[src/rtl/gpio_pkg.sv]
package gpio_pkg;

  localparam int unsigned GRP_W = 4;

  typedef enum logic [1:0] {
    KIND_NONE,
    KIND_DIR,
    KIND_DATA,
    KIND_PU
  } reg_kind_e;

  typedef struct packed {
    reg_kind_e  kind;
    logic [7:0] idx;
  } reg_sel_t;

  function automatic reg_sel_t decode_addr(input int unsigned a,
                                           input int unsigned nports,
                                           input int unsigned npu);
    reg_sel_t s;
    s.kind = KIND_NONE;
    s.idx  = '0;
    if (a < 2 * nports) begin
      s.kind = (a % 2 == 0) ? KIND_DIR : KIND_DATA;
      s.idx  = 8'(a / 2);
    end else if (a < 2 * nports + npu) begin
      s.kind = KIND_PU;
      s.idx  = 8'(a - 2 * nports);
    end
    return s;
  endfunction

endpackage

[src/rtl/gpio_sync.sv]
module gpio_sync #(
  parameter int unsigned W = 8
) (
  input  logic         clk_i,
  input  logic         rst_ni,
  input  logic [W-1:0] d_i,
  output logic [W-1:0] q_o
);

  logic [W-1:0] s1_q, s2_q;
  logic [1:0]   live_q;

  always_ff @(posedge clk_i or negedge rst_ni) begin
    if (!rst_ni) begin
      s1_q   <= '0;
      s2_q   <= '0;
      live_q <= '0;
    end else begin
      s1_q   <= d_i;
      s2_q   <= s1_q;
      live_q <= {live_q[0], 1'b1};
    end
  end

  assign q_o = s2_q;

  AST_SYNC_LATENCY: assert property (@(posedge clk_i) disable iff (!rst_ni)
    live_q[1] |-> (q_o == $past(d_i, 2)));

endmodule

[src/rtl/gpio_pullup.sv]
module gpio_pullup #(
  parameter int unsigned NGRP   = 8,
  parameter int unsigned DATA_W = 8,
  parameter int unsigned NREG   = 1
) (
  input  logic                   clk_i,
  input  logic                   rst_ni,
  input  logic                   we_i,
  input  logic [7:0]             idx_i,
  input  logic [DATA_W-1:0]      wdata_i,
  output logic [NGRP-1:0]        grp_o,
  output logic [NREG*DATA_W-1:0] rd_o
);

  localparam int unsigned NBITS = NREG * DATA_W;

  logic [NBITS-1:0] pu_q;

  for (genvar b = 0; b < NBITS; b++) begin : g_bit
    if (b < NGRP) begin : g_live
      always_ff @(posedge clk_i or negedge rst_ni) begin
        if (!rst_ni) pu_q[b] <= 1'b0;
        else if (we_i && idx_i == 8'(b / DATA_W)) pu_q[b] <= wdata_i[b % DATA_W];
      end
    end else begin : g_spare
      assign pu_q[b] = 1'b0;
    end
  end

  assign grp_o = pu_q[NGRP-1:0];
  assign rd_o  = pu_q;

  AST_PU_WRITE: assert property (@(posedge clk_i) disable iff (!rst_ni)
    (we_i && idx_i == 8'd0) |=> (rd_o[DATA_W-1:0] == ($past(wdata_i) & DATA_W'({NBITS{1'b1}} >> (NBITS - NGRP)))));

endmodule

[src/rtl/gpio_port.sv]
module gpio_port #(
  parameter int unsigned W = 8
) (
  input  logic         clk_i,
  input  logic         rst_ni,
  input  logic         dir_we_i,
  input  logic         data_we_i,
  input  logic [W-1:0] wdata_i,
  input  logic [W-1:0] pin_sync_i,
  input  logic [W-1:0] pu_req_i,
  input  logic [W-1:0] periph_oe_i,
  input  logic [W-1:0] periph_out_i,
  output logic [W-1:0] dir_o,
  output logic [W-1:0] rd_data_o,
  output logic [W-1:0] pin_o,
  output logic [W-1:0] pin_oe_o,
  output logic [W-1:0] pin_pu_o
);

  logic [W-1:0] dir_q, latch_q;

  always_ff @(posedge clk_i or negedge rst_ni) begin
    if (!rst_ni) begin
      dir_q   <= '0;
      latch_q <= '0;
    end else begin
      if (dir_we_i)  dir_q   <= wdata_i;
      if (data_we_i) latch_q <= wdata_i;
    end
  end

  // per-bit source select: latch when driving, pin level when listening
  assign rd_data_o = (dir_q & latch_q) | (~dir_q & pin_sync_i);
  assign pin_oe_o  = dir_q | periph_oe_i;
  assign pin_o     = (periph_oe_i & periph_out_i) | (~periph_oe_i & latch_q);
  assign pin_pu_o  = pu_req_i & ~dir_q;
  assign dir_o     = dir_q;

  AST_DIR_WRITE: assert property (@(posedge clk_i) disable iff (!rst_ni)
    dir_we_i |=> (dir_o == $past(wdata_i)));
  AST_LATCH_ANY_DIR: assert property (@(posedge clk_i) disable iff (!rst_ni)
    (data_we_i && periph_oe_i == '0) |=> ((pin_o == $past(wdata_i)) || periph_oe_i != '0));

endmodule

[src/rtl/gpio_port_ctrl.sv]
module gpio_port_ctrl
  import gpio_pkg::*;
#(
  parameter int unsigned NUM_PORTS = 4,
  parameter int unsigned PORT_W    = 8,
  parameter int unsigned ADDR_W    = 4
) (
  input  logic                          clk_i,
  input  logic                          rst_ni,
  input  logic [ADDR_W-1:0]             addr_i,
  input  logic                          we_i,
  input  logic [PORT_W-1:0]             wdata_i,
  output logic [PORT_W-1:0]             rdata_o,
  input  logic [NUM_PORTS*PORT_W-1:0]   pin_i,
  output logic [NUM_PORTS*PORT_W-1:0]   pin_o,
  output logic [NUM_PORTS*PORT_W-1:0]   pin_oe_o,
  output logic [NUM_PORTS*PORT_W-1:0]   pin_pu_o,
  output logic [NUM_PORTS*PORT_W-1:0]   pin_sync_o,
  input  logic [NUM_PORTS*PORT_W-1:0]   periph_oe_i,
  input  logic [NUM_PORTS*PORT_W-1:0]   periph_out_i
);

  localparam int unsigned NPIN   = NUM_PORTS * PORT_W;
  localparam int unsigned NGRP   = NPIN / GRP_W;
  localparam int unsigned NUM_PU = (NGRP + PORT_W - 1) / PORT_W;

  reg_sel_t sel;
  logic [NPIN-1:0]          sync_pins, pu_req, dir_flat, rd_flat;
  logic [NGRP-1:0]          grp_en;
  logic [NUM_PU*PORT_W-1:0] pu_rd;
  logic [PORT_W-1:0]        rd_next;
  logic                     pu_we;

  assign sel   = decode_addr(32'(addr_i), NUM_PORTS, NUM_PU);
  assign pu_we = we_i && sel.kind == KIND_PU;

  gpio_sync #(.W(NPIN)) u_sync (
    .clk_i (clk_i),
    .rst_ni(rst_ni),
    .d_i   (pin_i),
    .q_o   (sync_pins)
  );
  assign pin_sync_o = sync_pins;

  gpio_pullup #(.NGRP(NGRP), .DATA_W(PORT_W), .NREG(NUM_PU)) u_pullup (
    .clk_i  (clk_i),
    .rst_ni (rst_ni),
    .we_i   (pu_we),
    .idx_i  (sel.idx),
    .wdata_i(wdata_i),
    .grp_o  (grp_en),
    .rd_o   (pu_rd)
  );

  for (genvar g = 0; g < NGRP; g++) begin : g_grp
    assign pu_req[g*GRP_W +: GRP_W] = {GRP_W{grp_en[g]}};
  end

  for (genvar p = 0; p < NUM_PORTS; p++) begin : g_port
    logic dir_we, data_we;
    assign dir_we  = we_i && sel.kind == KIND_DIR  && sel.idx == 8'(p);
    assign data_we = we_i && sel.kind == KIND_DATA && sel.idx == 8'(p);

    gpio_port #(.W(PORT_W)) u_port (
      .clk_i       (clk_i),
      .rst_ni      (rst_ni),
      .dir_we_i    (dir_we),
      .data_we_i   (data_we),
      .wdata_i     (wdata_i),
      .pin_sync_i  (sync_pins[p*PORT_W +: PORT_W]),
      .pu_req_i    (pu_req[p*PORT_W +: PORT_W]),
      .periph_oe_i (periph_oe_i[p*PORT_W +: PORT_W]),
      .periph_out_i(periph_out_i[p*PORT_W +: PORT_W]),
      .dir_o       (dir_flat[p*PORT_W +: PORT_W]),
      .rd_data_o   (rd_flat[p*PORT_W +: PORT_W]),
      .pin_o       (pin_o[p*PORT_W +: PORT_W]),
      .pin_oe_o    (pin_oe_o[p*PORT_W +: PORT_W]),
      .pin_pu_o    (pin_pu_o[p*PORT_W +: PORT_W])
    );
  end

  always_comb begin
    rd_next = '0;
    unique case (sel.kind)
      KIND_DIR: begin
        for (int p = 0; p < NUM_PORTS; p++)
          if (sel.idx == 8'(p)) rd_next = dir_flat[p*PORT_W +: PORT_W];
      end
      KIND_DATA: begin
        for (int p = 0; p < NUM_PORTS; p++)
          if (sel.idx == 8'(p)) rd_next = rd_flat[p*PORT_W +: PORT_W];
      end
      KIND_PU: begin
        for (int r = 0; r < NUM_PU; r++)
          if (sel.idx == 8'(r)) rd_next = pu_rd[r*PORT_W +: PORT_W];
      end
      default: rd_next = '0;
    endcase
  end

  always_ff @(posedge clk_i or negedge rst_ni) begin
    if (!rst_ni) rdata_o <= '0;
    else         rdata_o <= rd_next;
  end

  AST_UNMAPPED_RD: assert property (@(posedge clk_i) disable iff (!rst_ni)
    (sel.kind == KIND_NONE) |=> (rdata_o == '0));
  AST_UNMAPPED_WR: assert property (@(posedge clk_i) disable iff (!rst_ni)
    (we_i && sel.kind == KIND_NONE) |=> (dir_flat == $past(dir_flat) && pu_rd == $past(pu_rd)));
  AST_PU_INPUT_ONLY: assert property (@(posedge clk_i) disable iff (!rst_ni)
    ((pin_pu_o & pin_oe_o & ~periph_oe_i) == '0));
  AST_PERIPH_OE: assert property (@(posedge clk_i) disable iff (!rst_ni)
    ((periph_oe_i & ~pin_oe_o) == '0));
  AST_PERIPH_VAL: assert property (@(posedge clk_i) disable iff (!rst_ni)
    ((periph_oe_i & (pin_o ^ periph_out_i)) == '0));

endmodule

[config.mk]
export PLATFORM = sky130hd
export DESIGN_NAME = gpio_port_ctrl
export DESIGN_NICKNAME = d
export VERILOG_FILES = /design/src/rtl/gpio_pkg.sv /design/src/rtl/gpio_sync.sv /design/src/rtl/gpio_pullup.sv /design/src/rtl/gpio_port.sv /design/src/rtl/gpio_port_ctrl.sv
export SDC_FILE = /design/constraint.sdc
export NUM_CORES = 1
export LEC_CHECK = 0
export BUFFER_PORTS_ARGS = -buffer_cell sky130_fd_sc_hd__buf_4
export CORE_ASPECT_RATIO = 2
export CORE_MARGIN = 2
export CORE_UTILIZATION = 50
export CTS_BUF_LIST = sky130_fd_sc_hd__clkbuf_8
export DETAILED_ROUTE_END_ITERATION = 7
export GPL_TIMING_DRIVEN = 0
export PLACE_DENSITY = 0.79
export SETUP_SLACK_MARGIN = 0.5
export SKIP_CTS_REPAIR_TIMING = 1
export SLEW_MARGIN = 20
export SYNTH_ARGS = -nofsm -noshare
export SYNTH_HDL_FRONTEND = slang
export SYNTH_SLANG_ARGS = --single-unit
[constraint.sdc]
create_clock -name clk_i -period 1.8 [get_ports clk_i]
set_input_delay 0.27 -clock clk_i [delete_from_list [all_inputs] [get_ports clk_i]]
set_output_delay 0.27 -clock clk_i [all_outputs]
set_load 0.05 [all_outputs]
## Yosys cells after proc, flatten, opt, wreduce, memory -nomap -nowiden

Cells that the tools add are included.

- Add/sub/neg operators: 1
- Magnitude comparators: 2
- Eq/ne operators: 6
- Mux-type cells: 13
- Bitwise operators: 40
- Reductions and logical operators: 14

Operator list:

| cell | count |
|---|---|
| bitwise AND 8 bit | 20 |
| bitwise OR 8 bit | 12 |
| 2-to-1 mux 8 bit | 9 |
| NOT 8 bit | 8 |
| logical NOT 32 bit | 1 |
| one-hot mux 8 bit (3 select lines) | 1 |
| 2-to-1 mux 10 bit | 2 |
| == test 8 x 2 -> 1 bit (second input constant) | 2 |
| logical AND 1 bit | 12 |
| == test 8 x 1 -> 1 bit (second input constant) | 1 |
| logical NOT 8 bit | 1 |
| less-than comparator 4 bit (second input constant) | 2 |
| subtractor 4 x 4 -> 5 bit (second input constant) | 1 |
| == test 2 bit (second input constant) | 2 |
| == test 2 x 1 -> 1 bit (second input constant) | 1 |
| 2-to-1 mux 2 bit | 1 |

- Bits in registers: 144
- Bits of input ports: 111
- Output and inout port bits: 136
- Word-level logic and storage cells: 95

## Longest topological paths before layout

Gate-level depths: netlist of run 1.

- Depth after elaboration: 9
- Mapped depth: 6
- Depth with buffers taken out: 4

## By module

From an unflattened synthesis of run 1, not the netlist that was laid out.

- Cells, all modules: 484
- Area, all modules: 6791.5 µm²

Modules (own cells, without submodules):

| module | instances | cells an instance | area each (µm²) | seq. area each (µm²) |
|---|---|---|---|---|
| gpio_port | 4 | 66 | 943.4 | 400.4 |
| gpio_sync | 1 | 64 | 1601.5 | 1601.5 |
| gpio_port_ctrl | 1 | 128 | 1016.0 | 200.2 |
| gpio_pullup | 1 | 28 | 400.4 | 200.2 |

## Least setup slack after synthesis of run 1

OpenSTA, ideal clock, no wires.

- Kind: in2reg
- From: input addr_i[2]
- To: register g_port[2].u_port.latch_q[0]
- Library setup time: 0.125 ns
- Data arrival time: 1.374 ns
- Data required time: 1.675 ns
- Slack: 0.301 ns
- Stages on the path: 6
- Path buffers: 2
- Cell sequence: buf_4 > and2b_1 > buf_4 > nand2_2 > nor3_4 > mux2_2

- Word-level cells in the longest chain between the ends: 6
- Elaborated cells on any way between the ends: 9
- Those cells by class: add/sub (1); order compare (2); eq/ne (2); mux (2); reduce/logical (2)

Ends and longest elaborated chain:

| element | line | RTL |
|---|---|---|
| start, declared | gpio_port_ctrl.sv:10 | `input logic [ADDR_W-1:0] addr_i,` |
| less-than comparator 4 bit | gpio_pkg.sv:26 | `end else if (a < 2 * nports + npu) begin` |
| 2-to-1 mux 10 bit | gpio_pkg.sv:26 |  |
| 2-to-1 mux 10 bit * | gpio_pkg.sv:23 | `if (a < 2 * nports) begin` |
| == test 2 bit | gpio_port_ctrl.sv:62 | `assign data_we = we_i && sel.kind == KIND_DATA && sel.idx == 8'(p);` |
| logical AND 1 bit | gpio_port_ctrl.sv:62 |  |
| logical AND 1 bit * | gpio_port_ctrl.sv:62 |  |
| end signal, assigned | gpio_port.sv:28 | `if (data_we_i) latch_q <= wdata_i;` |
| end, declared | gpio_port.sv:20 | `logic [W-1:0] dir_q, latch_q;` |

Every way passes the cells marked *; elsewhere a longest branch is shown, timed or not.
A chain may end at the register's enable or synchronous reset.

## Final worst setup path of run 1

- From: register g_port[1].u_port.dir_q[3]
- To: output pin_oe_o[11]

- Word-level cells in the longest chain between the ends: 1

Ends and longest elaborated chain:

| element | line | RTL |
|---|---|---|
| start, declared | gpio_port.sv:20 |  |
| start signal, assigned | gpio_port.sv:27 | `if (dir_we_i) dir_q <= wdata_i;` |
| bitwise OR 8 bit | gpio_port.sv:34 | `assign pin_oe_o = dir_q \| periph_oe_i;` |
| end, declared | gpio_port_ctrl.sv:16 | `output logic [NUM_PORTS*PORT_W-1:0] pin_oe_o,` |

Every way passes these cells.

==> flow_summary.ini, run 1 <==
[clock_network]
cts_tree = yes
cts.sinks = 144
clk_path_buf_depth = 2
clk-insertion-delay-late_ns = 0.46
clk_pin_slew_ns = 0.09
htree_levels = 4
numCtsBuffers = 17
clock_tree.root_cell = clkbuf_8

[detailed_routing]
wl_per_cell_um = 23.9
drc = 0
antenna_left = 0
drt-initial-drc-count = 381
firstDrtPassIters = 5
routed_via_density = 5.67
dr_total_vias = 5744
wirelength_um = 24200

[grt]
grt_use_met1_pct = 30.3
grt_use_met3_pct = 6.55
antenna_found_initial = 0
use_met2_pct = 49.3
grtUsageTotal_pct = 27.3
grt_max_degree = 105
gr-total-overflow = 0
grt_pass1_wl_um = 28000
grt_pass1_vias = 5210
grt-busiest-layer = met2

[cells_and_area]
finalNetCount = 964
fillCellCount = 433
syn2layout_area_growth_pct = 78.0
multi_input_area_um2 = 2990
layout-drive-gt1-share_pct = 72.3
layout.cells.non_filler = 1013
regArea_um2 = 3650
antennaDiodeCount = 0

[worst_setup_path]
crit_arrival_ns = 1.35
cp.required_ns = 1.53
critPathSlowestCell = dfrtp_2
r2r_cells = 4
max_stage_delay_ns = 0.44
critPathTopFamily = flip-flops
crit_path_cell_trace = or2_2, buf_6
critPathBufInv = 1
cp-start-kind = flop
crit_cells = 2
crit_path_end = pin_oe_o[11]
critical_path_class = reg -> out
endpoint_kind = primary output
crit_fanout = 4
timing.rr.end = rdata_o[4]
crit_start = g_port[1].u_port.dir_o[3]
r2r_slack_ns = 0.27
rr_startpoint = g_port[3].u_port.dir_o[4]

[sta]
fmax_mhz = 617
rsz0062_at_grt = yes
whs_ns = 0.120
tightest_slew_ns = 0.575
setup_slack_ns = 0.178
finalSetupTns_ns = 0
setup_violations = 0
finalHoldViolations = 0
drv_slew = 0
timing.final.crit_share_pct = 90.1
max-slew-margin-rel_pct = 61.7
fin_worst_skew_ns = 0.0177
final.min_clock_period_ns = 1.62

[synthesis]
synth-async-reset-ratio_pct = 100
yosysMostFrequentCell = dfrtp_1
seq_area_frac_synth_pct = 57.6
synthTopCellsByCount = dfrtp_1, mux2_2, mux2i_1, or2_2, nor2b_1
syn_avg_cell_area_um2 = 13.9
synth.area.top_cells = dfrtp_1, mux2_2, mux2i_1
syn_inst = 449
synth.largest_area_cell = dfrtp_1
ys_types = 35
ys.flop_type = dfrtp_1
ys_ff_latch = 144
syn_area_um2 = 6250
synth.yosys.warnings = 0
synth_top_area_share_pct = 57.6
postSynthNetCount = 560
synth_edf_count = 0

[die]
rows = 57
die-area_um2 = 13500
ios = 247
initial_core_util_pct = 51.3
die_w_um = 83.1
coreArea_um2 = 12200
die_h_um = 162

[power_and_ir_drop]
leakagePower_uw = 0.00524
p_per_area_nw_per_um2 = 1150
vdd_drop_max_uv = 1100
power.total_uw = 12700

[place]
hpwl_um = 13500
pre_cts_slack_ns = -0.180
dp_cells = 841
finalWeightedCongestion = 0.835
port_buffers = 244

[worst_hold_path]
min_path_type = in -> reg

[flow_run]
maxCapViolations = 0

[run_status]
outcome = complete, no violations
[sequential cells by signal, indices dropped and copies added (netlist names)]
name                   cells
rdata_o                    8
g_port.u_port.latch_q     32
u_pullup.grp_o             8
g_port.u_port.dir_o       32
u_sync.q_o                32
u_sync.s1_q               32
[worst min-delay path by stage]
stage / start / to / slack, ns / cells after the start
4_1_cts: rst_ni / u_sync.s1_q[14] / -0.31 / 1
3_3_place_gp: u_sync.s1_q[12] / u_sync.q_o[12] / 0.33 / 0
2_1_floorplan: rst_ni / g_port[0].u_port.dir_o[0] / -0.03 / 0
5_1_grt: wdata_i[0] / g_port[1].u_port.latch_q[0] / 0.11 / 2
3_5_place_dp: rst_ni / u_sync.s1_q[14] / 0.17 / 1
6_report: wdata_i[0] / g_port[1].u_port.dir_o[0] / 0.12 / 2
[report_power, final]
part	internal, uW	total (uW)	leakage [uW]	switching [uW]
combinational	2910	5860	0.00337	2960
sequential	3750	4370	0.00169	623
clock	1150	2510	0.000186	1360
[routing by layer]
| metal | up-vias | share of wire [%] |
|---|---|---|
| met5 | - | 0 |
| met4 | 0 | 5.7 |
| met3 | 100 | 6.1 |
| met2 | 342 | 56 |
| met1 | 2888 | 32 |
| li1 | 2414 | - |
[through the flow]
| stage | util (%) | cell area, um^2 |
|---|---|---|
| floorplan | - | 6400 |
| global placement | 69.0 | 8420 |
| detailed placement | 69.3 | 8450 |
| CTS | 72.4 | 8830 |
| global route | 91.2 | 11100 |
| finish | 91.2 | 11100 |
[cell type report]
class                   instances  area share (%)
inverters                       3           0.101
repair buffers                385            34.3
multi-input cells             292            26.9
flip-flops and latches        144            32.8
clock inverters                14            1.19
clock buffers                  18            2.23
plain buffers                  10           0.787
well taps                     147            1.65
[kinds of logic after synthesis]
family,synth area share (%)
multiplexers,27.2
flip-flops,57.6
AND/OR/NAND/NOR,10.6
AO/OA/AOI/OAI,3.52
buffers and inverters,1.06
[placed cells by master (no fill, tap or decap), drive strengths merged, types with 2 or more instances in the layout]
master	netlist	layout
a211oi	2	2
a21oi	2	2
a22oi	11	11
a31oi	2	2
buf	8	360
clkbuf	2	20
clkinv	0	3
clkinvlp	0	4
dfrtp	144	144
dlygate4sd3	0	33
inv	3	9
mux2	107	107
mux2i	38	38
mux4	5	5
nand2	17	17
nand2b	3	3
nand3	6	6
nor2	12	12
nor2b	32	32
nor3	2	2
o211ai	4	4
o21ai	6	6
or2	34	34
Power figures use the tool's default switching activity.
==> inputs of run 2 (changes only) <==
clock period = 2 ns   (was 1.8 ns; I/O delays follow)
==> flow_summary.ini, run 2 (synthesis results as in run 1) <==
[detailed_routing]
drt-initial-drc-count = 355
antenna_left = 0
drc = 0
dr_total_vias = 5412
routed_via_density = 5.60
wl_per_cell_um = 22.9
wirelength_um = 22100
firstDrtPassIters = 5

[run_status]
outcome = complete, no violations

[sta]
max-slew-margin-rel_pct = 43.8
final.min_clock_period_ns = 1.70
fin_worst_skew_ns = 0.00711
timing.final.crit_share_pct = 84.8
setup_slack_ns = 0.304
fmax_mhz = 590
finalHoldViolations = 0
setup_violations = 0
drv_slew = 0
tightest_slew_ns = 0.842
whs_ns = 0.166
rsz0062_at_grt = yes

[place]
port_buffers = 244
finalWeightedCongestion = 0.901
dpl_cell_area_um2 = 8300
dp_cells = 841
pre_cts_slack_ns = -0.145
hpwl_um = 13600

[clock_network]
clk_pin_slew_ns = 0.08
clock_tree.root_cell = clkbuf_8
clk-insertion-delay-late_ns = 0.44
htree_levels = 4
cts_tree = yes
clk_path_buf_depth = 2
numCtsBuffers = 17
cts.sinks = 144

[worst_setup_path]
cp.required_ns = 1.70
crit_fanout = 6
crit_arrival_ns = 1.40
r2r_cells = 6
cp-start-kind = flop
critical_path_class = reg -> out
endpoint_kind = primary output

[cells_and_area]
fin_area_um2 = 10400
mostFrequentLayoutCell = buf_4
antennaDiodeCount = 0
final_cell_mix = buf_4, dfrtp_1, mux2_2
fillCellCount = 567
layout.cells.non_filler = 966
finalNetCount = 918
post-route-util_pct = 85.3
layout-drive-gt1-share_pct = 68.5
syn2layout_area_growth_pct = 66.5

[grt]
grt_pass1_wl_um = 28100
grt_max_degree = 106
grtUsageTotal_pct = 27.5
gr-total-overflow = 0
grt_pass1_vias = 5267
antenna_found_initial = 0

[power_and_ir_drop]
vdd_drop_max_uv = 914
combPwrFrac_pct = 43.1
seqPwrFrac_pct = 36.0
pwr-share-clk_pct = 20.8
p_sw_share_pct = 37.7
p_per_area_nw_per_um2 = 1050
leakagePower_uw = 0.00491
p_int_uw = 6800
p_switching_uw = 4120

[die]
ios = 247
rows = 57
die_h_um = 162
die-area_um2 = 13500
die_w_um = 83.1
initial_core_util_pct = 51.3
coreArea_um2 = 12200

[worst_hold_path]
min_path_type = in -> reg
hold_path_depth = 2

[flow_run]
maxCapViolations = 0
-- run 2: through the flow --
step	power (uW)	TNS (ns)
after detailed placement	7350	-1.59
after global placement	7270	-1.40
after global routing	11300	0
after CTS	9590	0
final	10900	0
after floorplan	6150	0
-- run 2: layout make-up --
class / count / area (um^2) / area share, %
flip-flops and latches: 144 / 3640 / 35.0
clock inverters: 11 / 116 / 1.12
well taps: 147 / 184 / 1.77
inverters: 3 / 11.3 / 0.108
plain buffers: 10 / 55.1 / 0.529
clock buffers: 20 / 275 / 2.64
multi-input cells: 292 / 2920 / 28.0
repair buffers: 339 / 3210 / 30.8
-- run 2: power by group through the flow --
stage / Combinational (uW) / Sequential (uW) / Clock [uW]
5_1_grt: 4880 / 3970 / 2440
3_5_place_dp: 3450 / 3900 / 0
6_report: 4710 / 3930 / 2270
3_3_place_gp: 3380 / 3880 / 0
2_1_floorplan: 2280 / 3870 / 0
4_1_cts: 3460 / 3850 / 2280
-- run 2: worst max-delay path: stages, from the launching register on --
cell     delay, ns
dfrtp_2       0.49
nor2b_1       0.23
buf_4         0.23
-- run 2: worst paths after layout --
kind / slack (ns) / endpoint / start
max reg2reg: 0.37 / rdata_o[7] / g_port[0].u_port.dir_o[7]
min reg2reg: 0.35 / u_sync.q_o[27] / u_sync.s1_q[27]
max in group asynchronous: 0.83 / g_port[2].u_port.dir_o[3] / rst_ni
max: 0.30 / pin_pu_o[12] / u_pullup.grp_o[3]
min: 0.17 / g_port[1].u_port.latch_q[4] / wdata_i[4]
min in group asynchronous: 0.32 / g_port[2].u_port.latch_q[6] / rst_ni
-- run 2: layer usage --
layer	global-route usage, %	part of all wire (%)	routed length (um)	vias to the layer above
met1	28.8	33	7250	2712
met3	7.27	5.9	1310	74
met2	50.8	57	12600	305
li1	-	-	-	2321
met4	12.4	4.3	947	0
met5	0	0	0	-
==> inputs of run 3 (changes only) <==
CORE_UTILIZATION = 45   (was 50)
PLACE_DENSITY = 0.75   (was 0.79)
clock period = 1.5 ns   (was 2 ns; I/O delays follow)
==> flow_summary.ini, run 3 (synthesis results as in run 1) <==
[detailed_routing]
wl_per_cell_um = 21.2
drt-initial-drc-count = 264
drc = 0
firstDrtPassIters = 5
dr_total_vias = 5501
antenna_left = 0
wirelength_um = 21700
routed_via_density = 5.38

[worst_setup_path]
timing.rr.end = rdata_o[7]
cp.required_ns = 1.27
endpoint_kind = primary output
cp-start-kind = flop
r2r_cells = 5
rr_startpoint = g_port[1].u_port.dir_o[7]
critical_path_class = reg -> out
crit_fanout = 4
crit_arrival_ns = 1.34
r2r_slack_ns = 0.03

[clock_network]
clk-insertion-delay-late_ns = 0.46
cts.sinks = 144
clock_tree.root_cell = clkbuf_8
clk_path_buf_depth = 2
htree_levels = 4
numCtsBuffers = 17
cts_tree = yes
clk_pin_slew_ns = 0.09

[power_and_ir_drop]
p_int_uw = 9240
p_sw_share_pct = 38.0
vdd_drop_max_uv = 811
combPwrFrac_pct = 45.9
p_per_area_nw_per_um2 = 1320
leakagePower_uw = 0.00537
seqPwrFrac_pct = 35.3
p_switching_uw = 5660
pwr-share-clk_pct = 18.8

[sta]
tightest_slew_ns = 0.785
max-slew-margin-rel_pct = 47.5
finalSetupTns_ns = -1.85
timing.final.crit_share_pct = 104
final.min_clock_period_ns = 1.57
finalHoldViolations = 54
fin_worst_skew_ns = 0.0146
drv_slew = 0
setup_slack_ns = -0.0664
setup_violations = 69
whs_ns = -0.332
rsz0062_at_grt = yes
fmax_mhz = 638

[cells_and_area]
layout-drive-gt1-share_pct = 74.7
final_cell_mix = buf_4, buf_6, dfrtp_1
mostFrequentLayoutCell = buf_4
regArea_um2 = 3670
fin_area_um2 = 11300
finalNetCount = 963
antennaDiodeCount = 0
fillCellCount = 692
multi_input_area_um2 = 3190
syn2layout_area_growth_pct = 81.2

[place]
port_buffers = 244
finalWeightedCongestion = 0.847
hpwl_um = 13400
dpl_cell_area_um2 = 8920

[worst_hold_path]
min_path_type = in -> async

[die]
ios = 247
die_w_um = 87.3
initial_core_util_pct = 45.5
die_h_um = 171
coreArea_um2 = 13700
rows = 61
die-area_um2 = 14900

[grt]
grt_max_degree = 91
grtUsageTotal_pct = 24.7
grt_pass1_wl_um = 27100
gr-total-overflow = 0
antenna_found_initial = 0
grt_pass1_vias = 4924

[run_status]
violations = hold timing, setup timing
outcome = complete, but fails checks

[flow_run]
maxCapViolations = 0
==> run 3: changes by cell type in the layout (fill, tap and decap cells not counted), moves of 5 or more <==
cell,delta
buf_8,-8
mux2_2,-38
buf_4,-11
dfrtp_1,-19
buf_2,-5
mux2_4,+38
buf_6,+62
dfrtp_2,+19
buf_12,+8
==> run 3: metal layers <==
layer	wire (um)	share of wire (%)	GRT usage, %	vias up
li1	-	-	-	2407
met1	8060	37	29.6	2788
met2	11500	53	41.0	265
met3	1560	7.2	7.57	41
met4	564	2.6	9.50	0
met5	0	0	0	-
==> run 3: worst max-delay path: stages (launching register included) <==
cell     delay (ns)
dfrtp_2        0.48
or2_4          0.25
buf_6          0.15
==> run 3: final cells by class <==
type                    instances  share of cell area, %
plain buffers                  10                   1.29
clock buffers                  20                   2.43
clock inverters                12                  0.740
inverters                       3                 0.0994
multi-input cells             292                   28.2
flip-flops and latches        144                   32.4
well taps                     157                   1.73
repair buffers                384                   33.2
==> run 3: metrics by stage <==
step,std cells,utilization [%],total power (uW),hold WS [ns],setup WS (ns)
2_1_floorplan,449,-,8800,-0.0706,0.0751
3_3_place_gp,850,64.7,10300,0.331,-0.553
3_5_place_dp,851,64.9,10400,0.172,-0.439
4_1_cts,883,67.5,13200,-0.325,-0.196
5_1_grt,1022,82.4,15500,-0.299,-0.0939
6_report,1022,82.4,14900,-0.332,-0.0664
==> run 3: worst max path at each step <==
stage	from	end	slack, ns	cells past startpoint
finish	g_port[2].u_port.dir_o[4]	pin_oe_o[20]	-0.07	2
global route	g_port[2].u_port.latch_q[3]	pin_o[19]	-0.09	2
CTS	g_port[3].u_port.dir_o[4]	pin_oe_o[28]	-0.20	2
detailed placement	addr_i[0]	g_port[3].u_port.dir_o[0]	-0.44	5
global placement	rst_ni	u_sync.q_o[16]	-0.55	1
floorplan	addr_i[2]	g_port[2].u_port.latch_q[0]	0.08	6
==> run 3: power groups by stage <==
| stage | Clock, uW | Sequential [uW] | Combinational, uW |
|---|---|---|---|
| detailed placement | 0 | 5330 | 5040 |
| floorplan | 0 | 5310 | 3490 |
| finish | 2800 | 5250 | 6840 |
| CTS | 2840 | 5270 | 5050 |
| global placement | 0 | 5320 | 4970 |
| global route | 3020 | 5310 | 7120 |
